[src/rtl/fih_pkg.sv]
package fih_pkg;
  // Where execute should take each operand from
  typedef enum logic [2:0] {
    FW_RF  = 3'd0,  // operand latch filled from the register file
    FW_EXB = 3'd1,  // execute/buffer result register
    FW_BWB = 3'd2,  // buffer/write-back result register
    FW_RET = 3'd3,  // retired-result register
    FW_PC  = 3'd4   // fetch-relative program counter
  } fwd_src_e;

  localparam int unsigned SEL_W = 3;
endpackage

[src/rtl/operand_match.sv]
module operand_match
  import fih_pkg::*;
#(
  parameter int unsigned REG_W  = 4,
  parameter int unsigned PC_IDX = 15
) (
  input  logic [REG_W-1:0] src,
  input  logic             use_i,
  input  logic [REG_W-1:0] ex_rd,
  input  logic             ex_wen,
  input  logic             ex_load,
  input  logic [REG_W-1:0] buf_rd,
  input  logic             buf_wen,
  input  logic [REG_W-1:0] wb_rd,
  input  logic             wb_wen,
  output fwd_src_e         sel,
  output logic             load_hit
);
  localparam logic [REG_W-1:0] PC_NUM = REG_W'(PC_IDX);

  logic is_pc;
  logic hit_ex, hit_buf, hit_wb;

  assign is_pc   = (src == PC_NUM);
  assign hit_ex  = use_i && !is_pc && ex_wen  && (ex_rd  == src);
  assign hit_buf = use_i && !is_pc && buf_wen && (buf_rd == src);
  assign hit_wb  = use_i && !is_pc && wb_wen  && (wb_rd  == src);

  // Youngest producer first
  always_comb begin
    sel      = FW_RF;
    load_hit = 1'b0;
    if (use_i && is_pc) begin
      sel = FW_PC;
    end else if (hit_ex) begin
      sel      = FW_EXB;
      load_hit = ex_load;
    end else if (hit_buf) begin
      sel = FW_BWB;
    end else if (hit_wb) begin
      sel = FW_RET;
    end
  end
endmodule

[src/rtl/lm_tail_tracker.sv]
module lm_tail_tracker #(
  parameter int unsigned REG_W = 4,
  parameter int unsigned TAIL  = 1
) (
  input  logic             clk,
  input  logic             rst_n,
  input  logic             lm_busy,
  input  logic [REG_W-1:0] lm_top_rd,
  output logic             guard_live,
  output logic [REG_W-1:0] guard_rd
);
  localparam int unsigned CNT_W = (TAIL > 1) ? $clog2(TAIL) : 1;
  localparam logic [CNT_W-1:0] RELOAD = CNT_W'((TAIL > 0) ? (TAIL - 1) : 0);
  localparam logic HAS_TAIL = (TAIL > 0);

  logic             busy_q, busy_n;
  logic [REG_W-1:0] top_q, top_n;
  logic             top_en;
  logic [CNT_W-1:0] cnt_q, cnt_n;
  logic             cnt_en;
  logic             fall;

  assign fall = busy_q && !lm_busy;

  // Next-state logic
  always_comb begin
    busy_n = lm_busy;
    top_en = lm_busy;
    top_n  = lm_top_rd;
    cnt_en = 1'b0;
    cnt_n  = cnt_q;
    if (fall && HAS_TAIL) begin
      cnt_en = 1'b1;
      cnt_n  = RELOAD;
    end else if (cnt_q != '0) begin
      cnt_en = 1'b1;
      cnt_n  = cnt_q - 1'b1;
    end
  end

  // State registers
  always_ff @(posedge clk or negedge rst_n) begin
    if (!rst_n) begin
      busy_q <= 1'b0;
      top_q  <= '0;
      cnt_q  <= '0;
    end else begin
      busy_q <= busy_n;
      if (top_en) top_q <= top_n;
      if (cnt_en) cnt_q <= cnt_n;
    end
  end

  assign guard_live = lm_busy || (fall && HAS_TAIL) || (cnt_q != '0);
  assign guard_rd   = lm_busy ? lm_top_rd : top_q;
endmodule

[src/rtl/sel_stage.sv]
module sel_stage
  import fih_pkg::*;
#(
  parameter int unsigned NUM_SRC = 3
) (
  input  logic                     clk,
  input  logic                     rst_n,
  input  logic                     bubble,
  input  logic [NUM_SRC*SEL_W-1:0] sel_in,
  output logic [NUM_SRC*SEL_W-1:0] sel_q
);
  logic [NUM_SRC*SEL_W-1:0] sel_n;
  logic                     adv_en;

  // Execute is refilled every cycle: a real instruction or a bubble
  always_comb begin
    adv_en = 1'b1;
    sel_n  = bubble ? '0 : sel_in;
  end

  always_ff @(posedge clk or negedge rst_n) begin
    if (!rst_n) begin
      sel_q <= '0;
    end else if (adv_en) begin
      sel_q <= sel_n;
    end
  end
endmodule

[src/rtl/fwd_interlock_unit.sv]
module fwd_interlock_unit
  import fih_pkg::*;
#(
  parameter int unsigned REG_W   = 4,
  parameter int unsigned NUM_SRC = 3,
  parameter int unsigned PC_IDX  = 15,
  parameter int unsigned LM_TAIL = 1
) (
  input  logic                     clk,
  input  logic                     rst_n,
  input  logic                     dec_valid,
  input  logic [NUM_SRC*REG_W-1:0] dec_src,
  input  logic [NUM_SRC-1:0]       dec_use,
  input  logic [REG_W-1:0]         ex_rd,
  input  logic                     ex_wen,
  input  logic                     ex_load,
  input  logic [REG_W-1:0]         buf_rd,
  input  logic                     buf_wen,
  input  logic [REG_W-1:0]         wb_rd,
  input  logic                     wb_wen,
  input  logic                     lm_busy,
  input  logic [REG_W-1:0]         lm_top_rd,
  output logic                     hold_fetch,
  output logic                     hold_decode,
  output logic                     insert_bubble,
  output logic [NUM_SRC*SEL_W-1:0] ex_fwd_sel
);
  localparam logic [REG_W-1:0] PC_NUM = REG_W'(PC_IDX);

  logic [NUM_SRC*SEL_W-1:0] sel_raw;
  logic [NUM_SRC-1:0]       ld_hit;
  logic [NUM_SRC-1:0]       lm_hit;
  logic                     lm_guard_live;
  logic [REG_W-1:0]         lm_guard_rd;
  logic                     stall;

  lm_tail_tracker #(.REG_W(REG_W), .TAIL(LM_TAIL)) u_lm (
    .clk        (clk),
    .rst_n      (rst_n),
    .lm_busy    (lm_busy),
    .lm_top_rd  (lm_top_rd),
    .guard_live (lm_guard_live),
    .guard_rd   (lm_guard_rd)
  );

  for (genvar g = 0; g < NUM_SRC; g++) begin : g_op
    logic [REG_W-1:0] src_g;
    fwd_src_e         sel_g;
    assign src_g = dec_src[g*REG_W +: REG_W];

    operand_match #(.REG_W(REG_W), .PC_IDX(PC_IDX)) u_match (
      .src      (src_g),
      .use_i    (dec_use[g]),
      .ex_rd    (ex_rd),
      .ex_wen   (ex_wen),
      .ex_load  (ex_load),
      .buf_rd   (buf_rd),
      .buf_wen  (buf_wen),
      .wb_rd    (wb_rd),
      .wb_wen   (wb_wen),
      .sel      (sel_g),
      .load_hit (ld_hit[g])
    );

    assign sel_raw[g*SEL_W +: SEL_W] = sel_g;
    assign lm_hit[g] = dec_use[g] && lm_guard_live &&
                       (src_g == lm_guard_rd) && (src_g != PC_NUM);
  end

  assign stall = dec_valid && ((|ld_hit) || (|lm_hit));

  assign hold_fetch    = stall;
  assign hold_decode   = stall;
  assign insert_bubble = stall;

  sel_stage #(.NUM_SRC(NUM_SRC)) u_sel (
    .clk    (clk),
    .rst_n  (rst_n),
    .bubble (stall || !dec_valid),
    .sel_in (sel_raw),
    .sel_q  (ex_fwd_sel)
  );
endmodule

[config.mk]
export PLATFORM = sky130hd
export DESIGN_NAME = fwd_interlock_unit
export DESIGN_NICKNAME = d
export VERILOG_FILES = /design/src/rtl/fih_pkg.sv /design/src/rtl/operand_match.sv /design/src/rtl/lm_tail_tracker.sv /design/src/rtl/sel_stage.sv /design/src/rtl/fwd_interlock_unit.sv
export SDC_FILE = /design/constraint.sdc
export NUM_CORES = 1
export LEC_CHECK = 0
export BUFFER_PORTS_ARGS = -buffer_cell sky130_fd_sc_hd__buf_2
export CORE_ASPECT_RATIO = 1.75
export CORE_MARGIN = 2
export CORE_UTILIZATION = 48
export CTS_CLUSTER_SIZE = 20
export DETAILED_ROUTE_END_ITERATION = 8
export GPL_ROUTABILITY_DRIVEN = 0
export PLACE_DENSITY_LB_ADDON = 0.2
export SLEW_MARGIN = 30
export SYNTH_ARGS = -nofsm -noshare
export SYNTH_HDL_FRONTEND = slang
export SYNTH_HIERARCHICAL = 1
export SYNTH_SLANG_ARGS = --single-unit
[constraint.sdc]
create_clock -name clk -period 4.5 [get_ports clk]
set_clock_uncertainty 0.05 [all_clocks]
set_input_delay 0.9 -clock clk [delete_from_list [all_inputs] [get_ports clk]]
set_output_delay 0.9 -clock clk [all_outputs]
set_load 0.02 [all_outputs]
### Yosys cells after proc, flatten, opt, wreduce, memory -nomap -nowiden

Index checks and enable logic that the tools add are counted.

* flip-flop bits (word level): 15
* latch bits: 0
* memory bits (writable): 0
* bits in read-only memories: 0
* input port bits: 39
* memories: 0

* add/sub/neg operators: 1
* multiply operators: 0
* divide/modulo/power cells: 0
* magnitude comparators: 0
* equal/unequal tests: 18
* shifts and indexed selects: 0
* mux-type cells: 24
* bitwise gates (word level): 0
* reduce and logical (&&, ||, !) cells: 46

Operators with widths (number)
* 4-bit == test: 12
* 1-bit logical AND: 35
* 3-bit two-way mux: 9
* 4-bit == test, second input constant: 3
* 4-bit != test, second input constant: 3
* 1-bit two-way mux: 10
* 9-bit two-way mux: 1
* 2-bit two-way mux: 3
* 3-bit OR reduction: 2
* 1-bit logical NOT: 5
* 1-bit logical OR: 4
* 4-bit two-way mux: 1
* 1-bit subtractor, second input constant: 1

### Logic depth before layout (Yosys ltp)

* depth in word-level cells: 12
* mapped depth: 8

### Hierarchy

Netlist, hierarchy kept.

Modules (own cells, without submodules)
* operand_match: times used 3, cells each 27, area each 217.7 um^2, sequential area each 0.0 um^2
* sel_stage: times used 1, cells each 18, area each 281.5 um^2, sequential area each 225.2 um^2
* fwd_interlock_unit: times used 1, cells each 29, area each 210.2 um^2, sequential area each 0.0 um^2
* lm_tail_tracker: times used 1, cells each 10, area each 176.4 um^2, sequential area each 125.1 um^2

### Worst setup path after synthesis

No wires, ideal clock.

* path type: input-to-output
* start point: in lm_busy
* end point: out hold_fetch
* arrival time: 2.936 ns
* required time: 3.550 ns
* setup slack: 0.614 ns
* cell stages on the path: 6
* buffers on the path: 1
* cells stage by stage: mux2_2 xor2_1 a211o_1 or4_4 a31oi_1 buf_4

* word-level cells in the longest chain between the ends: 10
* elaborated cells on any way between the ends: 20
* those cells by class: 3 x eq/ne; 1 x mux; 16 x reduce/logical

Ends and longest elaborated chain
* start, declared: RTL line fwd_interlock_unit.sv:21 `input logic lm_busy,`
* 1-bit logical NOT: RTL line lm_tail_tracker.sv:23 `assign fall = busy_q && !lm_busy;`
* 1-bit logical AND: RTL line lm_tail_tracker.sv:23
* 1-bit logical OR (2 in series): RTL line lm_tail_tracker.sv:54 `assign guard_live = lm_busy || (fall && HAS_TAIL) || (cnt_q != '0);`
* 1-bit logical AND (2 in series): RTL line fwd_interlock_unit.sv:66 `assign lm_hit[g] = dec_use[g] && lm_guard_live &&`
* 1-bit logical AND: RTL line fwd_interlock_unit.sv:67 `(src_g == lm_guard_rd) && (src_g != PC_NUM);`
* 3-bit OR reduction *: RTL line fwd_interlock_unit.sv:70 `assign stall = dec_valid && ((|ld_hit) || (|lm_hit));`
* 1-bit logical OR *: RTL line fwd_interlock_unit.sv:70
* 1-bit logical AND *: RTL line fwd_interlock_unit.sv:70
* end, declared: RTL line fwd_interlock_unit.sv:23 `output logic hold_fetch,`

Every way passes the cells marked *; elsewhere a longest branch is shown, timed or not.

### Final worst setup path

* start point: in lm_busy
* end point: out hold_fetch

* elaborated cells on any way between the ends: 20
* those cells by class: 3 x eq/ne; 1 x mux; 16 x reduce/logical

RTL lines
* 4-bit two-way mux *: RTL line lm_tail_tracker.sv:55 `assign guard_rd = lm_busy ? lm_top_rd : top_q;`
* net lm_guard_rd[0]: RTL line fwd_interlock_unit.sv:34 `logic [REG_W-1:0] lm_guard_rd;`
* 4-bit == test: RTL line fwd_interlock_unit.sv:67
* 1-bit logical AND: RTL line fwd_interlock_unit.sv:66
* 1-bit logical AND: RTL line fwd_interlock_unit.sv:67
* 3-bit OR reduction *: RTL line fwd_interlock_unit.sv:70
* 1-bit logical OR *: RTL line fwd_interlock_unit.sv:70
* 1-bit logical AND *: RTL line fwd_interlock_unit.sv:70

Mark *: on every way through the listed nets, which the timed path passes. The rest lies on a longest branch.

==> results.toml <==
[sta]
hold_violations = 0
rsz0062_at_grt = "no"
slew_headroom_pct = 51.6
setup_viol = 0
fmax_ghz = 0.263
min_period_ns = 3.80
holdWs_ns = 0.493
finalMaxSlewViolations = 0
fin_crit_sh_pct = 84.5
setup_tns_ns = 0
worst_slew_pin_slew_ns = 0.720

[finish]
fillers = 245
final_nets = 230
drive_gt1_share_pct = 37.6
area_growth_pct = 23.5
num_antenna_cells = 0

[setup_path]
critPathLaunchType = "primary input"
startpoint = "lm_busy"
regToRegSetupSlack_ns = 2.27
rr_endpoint = "u_sel/sel_q[0]$_DFF_PN0_"
crit_type = "primary input to output port"
critPathMaxFanout = 6
critPathRequiredTime_ns = 3.55
critPathCaptureType = "output port"
rr_startpoint = "u_lm/top_q[0]$_DFF_PN0_"
reg2regPathDepth = 6
setup.worst_path.end = "hold_fetch"
worstPathArrival_ns = 2.85

[clock_tree]
post_cts_resized = 0
cts_buffers = 3
hold_buffers = 0
clock_latency_ns = 0.23
cts-root-buf = "clkbuf_8"
tritoncts = "yes"
clkSinkCount = 14
clock_path_buffers = 2
cts_max_level = 1
post_cts_buffers = 0
path_clk_slew_ns = 0.05

[global_routing]
grt_pass1_wl_mm = 5.29
globalRoute.totalOverflow = 0
grt_pass1_vias = 1202
grt_max_degree = 15
grt_use_total_pct = 21.9
antenna_found_initial = 0

[synth]
yosysTopAreaCell = "dfrtp_1"
yosysUniqueCellTypes = 26
synth_area_mm2 = 0.00132
synth_top_area_share_pct = 26.5
yosys-top-cells-area = "dfrtp_1 (27%), xor2_1 (19%), xnor2_2 (7.4%)"
synth_nets = 177
ys_ff_latch = 14
ys_seq_area_share_pct = 26.5
syn_inst = 138
yosysWarnings = 6
synth.avg_cell_area_um2 = 9.57

[detailed_routing]
drc = 0
vias = 1275
first_pass_iters = 4
viasPerCell = 5.90
drt_wl_total_mm = 3.33
postRouteAntennaNets = 0
wire_per_inst_um = 15.4
drt_first_iter_violations = 31

[pwr]
switching_share_pct = 30.3
p_leak_nw = 0.797
peakVddDrop_v = 0.0000909
clkPwrFrac_pct = 26.6
p_sw_mw = 0.105
combPwrFrac_pct = 35.3
power.density_mw_per_mm2 = 213
power_frac_seq_pct = 38.1
p_int_mw = 0.243

[floorplanning]
coreArea_mm2 = 0.00266
fp.dieArea_mm2 = 0.00320
boundaryPins = 51
num_rows = 25
fp.dieW_um = 43.7
initial_core_util_pct = 49.7
fp.dieH_um = 73.4

[outcome]
status = "finished, final reports clean"

[worst_hold_path]
hp-class = "primary input to async pin"

[place]
portBuffers = 50
hpwl_mm = 2.91

[job]
cap_viol_max_count = 0
cell usage after synthesis:
master	n
dfrtp_1	14
a21oi_1	2
o21bai_1	3
and3b_1	3
a211oi_2	3
a31oi_1	1
nor2_1	3
nor2b_1	9
nand4b_1	3
o41a_1	1
or2_2	1
a211o_1	2
nand4_1	7
or4_4	4
nor4_1	6
o2111ai_1	1
xnor2_1	10
mux2_2	4
buf_4	2
nand2_1	12
nor3_1	4
xor2_1	29
nand3_1	2
inv_1	5
a2111o_1	1
xnor2_2	6
power groups by stage:
| stage | sequential [mW] | combinational [mW] | clock [mW] |
|---|---|---|---|
| 2_1_floorplan | 0.136 | 0.0688 | 0 |
| 3_3_place_gp | 0.134 | 0.118 | 0 |
| 3_5_place_dp | 0.135 | 0.123 | 0 |
| 4_1_cts | 0.133 | 0.123 | 0.0949 |
| 5_1_grt | 0.133 | 0.134 | 0.101 |
| 6_report | 0.133 | 0.123 | 0.0926 |
worst max-delay path, stage by stage:
cell and delay (ns):
buf_2 0.14, mux2_2 0.41, xor2_1 0.18, a211o_1 0.24, or4_4 0.54, a31oi_1 0.23
buf_2 0.20
cells by family after synthesis:
kind of cell           count (synthesis)  share of synthesized area (%)
AND/OR/NAND/NOR                       54                           24.8
buffers and inverters                  7                           2.56
flip-flops                            14                           26.5
XOR/XNOR                              45                           33.2
AO/OA/AOI/OAI                         14                           9.47
multiplexers                           4                           3.41
worst min-delay path by stage:
stage	end	from	cells after the start	slack, ns
global placement	u_lm/top_q[3]$_DFF_PN0_	u_lm/top_q[3]$_DFF_PN0_	1	0.48
global route	u_sel/sel_q[2]$_DFF_PN0_	rst_n	1	0.51
finish	u_sel/sel_q[2]$_DFF_PN0_	rst_n	1	0.49
CTS	u_sel/sel_q[2]$_DFF_PN0_	rst_n	1	0.50
detailed placement	u_lm/top_q[3]$_DFF_PN0_	u_lm/top_q[3]$_DFF_PN0_	1	0.49
floorplan	u_lm/top_q[3]$_DFF_PN0_	u_lm/top_q[3]$_DFF_PN0_	1	0.43
layout make-up:
type	instances	area (um^2)	area share, %
clock buffers	3	41.3	2.53
inverters	5	18.8	1.15
multi-input cells	117	937	57.4
flip-flops and latches	14	350	21.5
well taps	27	33.8	2.07
repair buffers	50	250	15.3
flip-flops by register name, summed over array words and instances, names as in the netlist:
name,count
u_lm/busy_q,1
u_lm/top_q,4
u_sel/sel_q,9
layout by cell type, fill, tap and decap left out, types with 4 or more instances in the layout:
| cell type | n |
|---|---|
| or4_4 | 4 |
| nor3_1 | 4 |
| xnor2_1 | 10 |
| xnor2_2 | 6 |
| nor2b_1 | 9 |
| inv_1 | 5 |
| buf_2 | 50 |
| mux2_2 | 4 |
| xor2_1 | 29 |
| dfrtp_1 | 14 |
| nand4_1 | 7 |
| nand2_1 | 12 |
| nor4_1 | 6 |
through the flow:
stage               std cells  util (%)  worst slack [ns]  cell area (um^2)  power, mW
floorplan                 138         -             0.614              1320      0.205
global placement          213      59.8             0.778              1590      0.252
detailed placement        213      59.8             0.695              1590      0.257
CTS                       216      61.4             0.688              1630      0.350
global route              216      61.4             0.578              1630      0.368
finish                    216      61.4             0.698              1630      0.348
per-layer routing:
layer | global-route usage [%] | share of wire [%] | vias to the layer above
met5 | 0 | 0 | -
met4 | 12.5 | 3.4 | 0
met2 | 42.0 | 57 | 77
met3 | 1.72 | 6.8 | 12
met1 | 21.8 | 33 | 592
li1 | - | - | 594
Note: power is estimated with default switching activity, not from simulation.
